`src/rtl/fws_pkg.sv`:
```
package fws_pkg;
  localparam int LANE_W = 8;
  localparam int LANES  = 2;
  localparam int DATA_W = LANE_W * LANES;

  typedef struct packed {
    logic             byteMode;
    logic             byteSel;
    logic             hit;
    logic [LANES-1:0] wrLane;
    logic [LANES-1:0] rdLane;
  } laneCtrl_t;
endpackage

```
`src/rtl/fws_ctrl.sv`:
```
module fws_ctrl
  import fws_pkg::*;
#(
  parameter int ADDR_W  = 20,
  parameter int STORE_W = 8
) (
  input  logic [ADDR_W-1:0] addr,
  input  logic              byteAddr,
  input  logic              wordMode,
  input  logic              enaN,
  input  logic              enaHi,
  input  logic              weN,
  input  logic              oeN,
  input  logic              lbN,
  input  logic              ubN,
  output laneCtrl_t         strb
);
  logic             chipOn;
  logic             lanesOn;
  logic             active;
  logic             wrOn;
  logic             rdOn;
  logic             inRange;
  logic [LANES-1:0] wordLanes;
  logic [LANES-1:0] byteLanes;

  always_comb begin
    chipOn    = !enaN && enaHi;
    lanesOn   = wordMode ? !(lbN && ubN) : 1'b1;
    active    = chipOn && lanesOn;
    wrOn      = active && !weN;
    rdOn      = active && weN && !oeN;
    inRange   = ((addr >> STORE_W) == '0);
    wordLanes = {!ubN, !lbN};
    byteLanes = byteAddr ? 2'b10 : 2'b01;

    strb.byteMode = !wordMode;
    strb.byteSel  = byteAddr;
    strb.hit      = inRange;
    strb.wrLane   = (wrOn && inRange) ? (wordMode ? wordLanes : byteLanes) : '0;
    strb.rdLane   = rdOn ? (wordMode ? wordLanes : 2'b01) : '0;
  end
endmodule

```
`src/rtl/fws_datapath.sv`:
```
module fws_datapath
  import fws_pkg::*;
#(
  parameter int STORE_W = 8
) (
  input  logic               clk,
  input  logic               rst_n,
  input  laneCtrl_t          strb,
  input  logic [STORE_W-1:0] index,
  input  logic [DATA_W-1:0]  dataIn,
  output logic [DATA_W-1:0]  dataOut,
  output logic [LANES-1:0]   dataOe
);
  localparam int DEPTH = 1 << STORE_W;

  logic [DATA_W-1:0] rdWord;
  logic [LANE_W-1:0] lowPick;

  for (genvar lane = 0; lane < LANES; lane++) begin : g_bank
    logic [LANE_W-1:0] bank [DEPTH];
    logic [LANE_W-1:0] wrByte;

    assign wrByte = strb.byteMode ? dataIn[LANE_W-1:0] : dataIn[lane*LANE_W +: LANE_W];

    always_ff @(posedge clk) begin
      if (strb.wrLane[lane]) bank[index] <= wrByte;
    end

    assign rdWord[lane*LANE_W +: LANE_W] = strb.hit ? bank[index] : '0;
  end

  assign lowPick = (strb.byteMode && strb.byteSel) ? rdWord[DATA_W-1:LANE_W]
                                                   : rdWord[LANE_W-1:0];

  always_ff @(posedge clk or negedge rst_n) begin
    if (!rst_n) begin
      dataOut <= '0;
      dataOe  <= '0;
    end else begin
      dataOe                  <= strb.rdLane;
      dataOut[LANE_W-1:0]     <= strb.rdLane[0] ? lowPick : '0;
      dataOut[DATA_W-1:LANE_W] <= strb.rdLane[1] ? rdWord[DATA_W-1:LANE_W] : '0;
    end
  end
endmodule

```
`src/rtl/flex_width_sram.sv`:
```
module flex_width_sram
  import fws_pkg::*;
#(
  parameter int ADDR_W  = 20,
  parameter int STORE_W = 8
) (
  input  logic              clk,
  input  logic              rst_n,
  input  logic [ADDR_W-1:0] addr,
  input  logic              byteAddr,
  input  logic              wordMode,
  input  logic              enaN,
  input  logic              enaHi,
  input  logic              weN,
  input  logic              oeN,
  input  logic              lbN,
  input  logic              ubN,
  input  logic [15:0]       dataIn,
  output logic [15:0]       dataOut,
  output logic [1:0]        dataOe
);
  laneCtrl_t strb;

  fws_ctrl #(.ADDR_W(ADDR_W), .STORE_W(STORE_W)) u_ctrl (
    .addr(addr), .byteAddr(byteAddr), .wordMode(wordMode),
    .enaN(enaN), .enaHi(enaHi), .weN(weN), .oeN(oeN),
    .lbN(lbN), .ubN(ubN), .strb(strb)
  );

  fws_datapath #(.STORE_W(STORE_W)) u_dp (
    .clk(clk), .rst_n(rst_n), .strb(strb),
    .index(addr[STORE_W-1:0]), .dataIn(dataIn),
    .dataOut(dataOut), .dataOe(dataOe)
  );
endmodule

```
`config.mk`:
```
export PLATFORM = sky130hd
export DESIGN_NAME = flex_width_sram
export DESIGN_NICKNAME = d
export VERILOG_FILES = /design/src/rtl/fws_pkg.sv /design/src/rtl/fws_ctrl.sv /design/src/rtl/fws_datapath.sv /design/src/rtl/flex_width_sram.sv
export SDC_FILE = /design/constraint.sdc
export NUM_CORES = 2
export LEC_CHECK = 0
export ABC_AREA = 1
export BUFFER_PORTS_ARGS = -buffer_cell sky130_fd_sc_hd__buf_4
export CORE_AREA = 4 4 647 649
export DETAILED_ROUTE_END_ITERATION = 8
export DIE_AREA = 0 0 651 653
export PLACE_DENSITY = 0.51
export SYNTH_ARGS = -nofsm -noshare
export SYNTH_HDL_FRONTEND = slang
export SYNTH_SLANG_ARGS = --single-unit
```
`constraint.sdc`:
```
create_clock -name clk -period 1.9 [get_ports clk]
set_input_delay 0.57 -clock clk [delete_from_list [all_inputs] [get_ports clk]]
set_output_delay 0.57 -clock clk [all_outputs]
set_load 0.02 [all_outputs]
```
==> reports/metrics.csv <==
metric;value;unit
Cell Area, Placed;0.1850;sq mm
number of fill cells in the layout;35962;
Crit. Startpoint;addr[0];
aggregate global routing overflow;0;
register area;0.1235;sq mm
Final Max Slew Viols;0;
CORE AREA;0.4125;sq mm
Area growth syn-to-layout;26.85;%
vias in the first global route;108632;
RR Startpoint;u_dp.g_bank[0].bank[244][2];
final instance area;0.2089;sq mm
Max Freq;419.1;MHz
Mean Syn Cell Area;11.72;sq um
share of cells above drive strength 1;21.46;%
Final Hold Vio Count;0;
clock period minus final worst setup slack;2.386;ns
failing checks;setup timing;
H-tree depth;5;
register area share after synthesis;74.96;%
clock root cell;clkbuf_16;
crit end category;flop;
main combinational cell family by area after synthesis;simple AND/OR/NAND/NOR gates;
Distinct cells, synth;26;
initial antenna violation count;23;
Post-Synthesis Cells;14056;
Die Height;653;microns
M1 GR Usage;35.42;%
area of the multi-input gates;0.04147;sq mm
fin cells;21554;
crit share post-route;125.6;%
power density cells;966.3;mW/mm^2
residual DRC count;0;
WS Path Type;primary input to flop;
Yosys warning count;0;
M2 GR Usage;41.43;%
R2R Path End;u_dp.dataOut[2];
Die Area;0.4251;sq mm
Netlist Area Pre-Place;0.1647;sq mm
clock sink count;4114;
asr flop ratio synth;0.4375;%
Cells after DPL;20467;
setup ws final;-0.4863;ns
Hold Crit Class;primary input to flop;
Pleak;79.07;nW
GR Util met3;3.453;%
post-route ant nets;0;
crit path DAT;3.23;ns
CP required;2.74;ns
row cnt;236;
Worst setup SP type;primary input;
Core Util, Final;50.64;%
Layout Nets;15750;
Adder-Cell Fraction of Synth Area;0;%
Max-Cap Viols;0;
status;finished, violations left;
Synth Area in Compound Gates;2.255;%
Die Width;651;microns
hpwl dp;344400;microns
multiplexer share of the synthesized area;0;%
worst slew pin tran;1.186;ns
simple-gate share of the synthesized area;20.40;%
global-route wire length before repair;791000;microns
Clock Pin Slew Worst Setup and Hold Paths;0.07;ns
violation count after the first detailed-route iteration;11095;
pin count of the biggest net entering global routing;118;
grt peak-use layer;met2;
I/O pins;64;
XOR/XNOR Fraction of Synth Area;0;%
CTS Buf Count;444;
Critical path destination;u_dp.dataOut[2];
CTS tree;built;
worst-path maximum fanout;8;
VDD IR max;762.4;uV
Place WS;-1.975;ns
clock skew;0.04334;ns
Hold Worst Slack;0.09844;ns
Rel. slew slack;20.63;%
RSZ-0062 raised after global routing;yes;
starting density of the core;39.92;%
commonest register cell after synthesis;edfxtp_1;
via count;113647;
number of buffers inserted by port buffering;63;
syn_nets;14102;
Via density;5.273;
Yosys reg bits;4114;
Worst-Skew Late Latency;0.99;ns
# setup viols final;922;
TritonRoute pass-1 iters;6;
Post-synth EDFFs;4096;
wire per inst;26.02;microns
total track usage;25.48;%
r2r setup slk;-0.32;ns
R2R cell count;13;
RePlAce Congestion;0.8626;
WL final;560800;microns
buffer depth of the longest clock path;4;
## how the worst min path moves through the flow
stage	start	end	cells after the start
after floorplan	rst_n	u_dp.dataOe[0]	0
after CTS	dataIn[0]	u_dp.g_bank[0].bank[107][0]	2
after global routing	dataIn[0]	u_dp.g_bank[0].bank[107][0]	2
final	dataIn[0]	u_dp.g_bank[0].bank[116][0]	2
after detailed placement	rst_n	u_dp.dataOe[0]	1
after global placement	rst_n	u_dp.dataOe[0]	1
## cell type report
class | count | share of cell area (%)
clock inverters | 275 | 1.357
multi-input cells | 9082 | 19.85
repair buffers | 2027 | 10.78
inverters | 35 | 0.1066
diodes | 6 | 0.007187
flip-flops and latches | 4114 | 59.10
clock buffers | 541 | 5.513
well taps | 5474 | 3.279
## Yosys cell counts, types with 2 or more instances
cell type	n	share of area, %
nand2_1	6889	16
edfxtp_1	4096	75
nor3_1	514	1.6
buf_2	467	1.4
nor2_1	375	0.85
nand4_1	352	1.3
nand3_1	290	0.88
clkbuf_1	269	0.61
o21ai_0	269	0.82
a22oi_1	184	0.84
a21oi_1	162	0.49
buf_1	61	0.14
o21ai_1	35	0.11
buf_4	23	0.10
inv_1	20	0.046
dfrtp_1	18	0.27
clkinv_1	10	0.023
buf_6	5	0.034
inv_2	4	0.0091
nor2_2	4	0.015
nor4_1	3	0.011
nor2_4	2	0.014
## kinds of logic after synthesis
logic type / after synthesis
AO/OA/AOI/OAI: 650
AND/OR/NAND/NOR: 8432
flip-flops: 4114
buffers and inverters: 860
## flip-flops by register name, indices dropped and copies added, names as in the netlist
| name | count |
|---|---|
| u_dp.dataOut | 16 |
| u_dp.dataOe | 2 |
| u_dp.g_bank.bank | 4096 |
## cells in the final DEF, fill, tap and decap left out, drive strengths merged
cell | synthesis | layout
buf | 556 | 1981
diode | 0 | 6
clkinvlp | 0 | 19
inv | 25 | 40
nor2 | 382 | 382
a21oi | 162 | 162
bufinv | 0 | 50
a22oi | 184 | 184
clkinv | 10 | 201
o21ai | 304 | 304
nand2 | 6889 | 6889
dfrtp | 18 | 18
nand3 | 290 | 290
nand3b | 1 | 1
clkbuf | 269 | 563
nor4 | 3 | 3
and2 | 1 | 1
nor3 | 514 | 514
dlygate4sd3 | 0 | 5
edfxtp | 4096 | 4096
bufbuf | 0 | 19
nand4 | 352 | 352
## repair_timing
action | CTS | global route
gates cloned | 47 | 22
setup buffers | 180 | 63
gates resized for setup | 1060 | 557
setup endpoints to repair | 2747 | 2555
endpoints found under the hold margin | 19 | 0
pin swaps | 342 | 236
hold buffers | 5 | 0
## routing by layer
metal	wire, microns	part of all wire [%]	vias to the layer above
li1	-	-	51868
met1	236200	42	56796
met2	264300	47	4110
met3	39330	7.0	865
met4	20930	3.7	8
met5	55	0.0098	-
## worst max-delay path: stages
cell,delay [ns]
buf_16,0.15
buf_12,0.13
nor2_4,0.04
buf_12,0.15
buf_8,0.16
buf_16,0.14
buf_4,0.14
nand2_1,0.05
nand4_1,0.11
nand2_1,0.08
nand2_1,0.07
nor2_2,0.16
buf_4,0.14
nor2_2,0.04
nor2_4,0.21
buf_4,0.17
nand2_1,0.08
nor2_4,0.14
buf_4,0.14
nand3_2,0.08
nand2_2,0.10
a21oi_1,0.08
## where the power goes
part	total [mW]	switching (mW)	internal [mW]
Sequential	100	0.00144	100
Clock	86.2	36.4	49.7
Combinational	15.6	10.4	5.14
## through the flow
| stage | TNS [ns] | power (mW) |
|---|---|---|
| CTS | -51.64 | 202.5 |
| global route | -53.17 | 207.7 |
| global placement | -5165.71 | 115.3 |
| floorplan | -3481.44 | 107.7 |
| finish | -80.77 | 201.9 |
| detailed placement | -5180.93 | 115.3 |
Note: power is estimated with default switching activity, not from simulation.
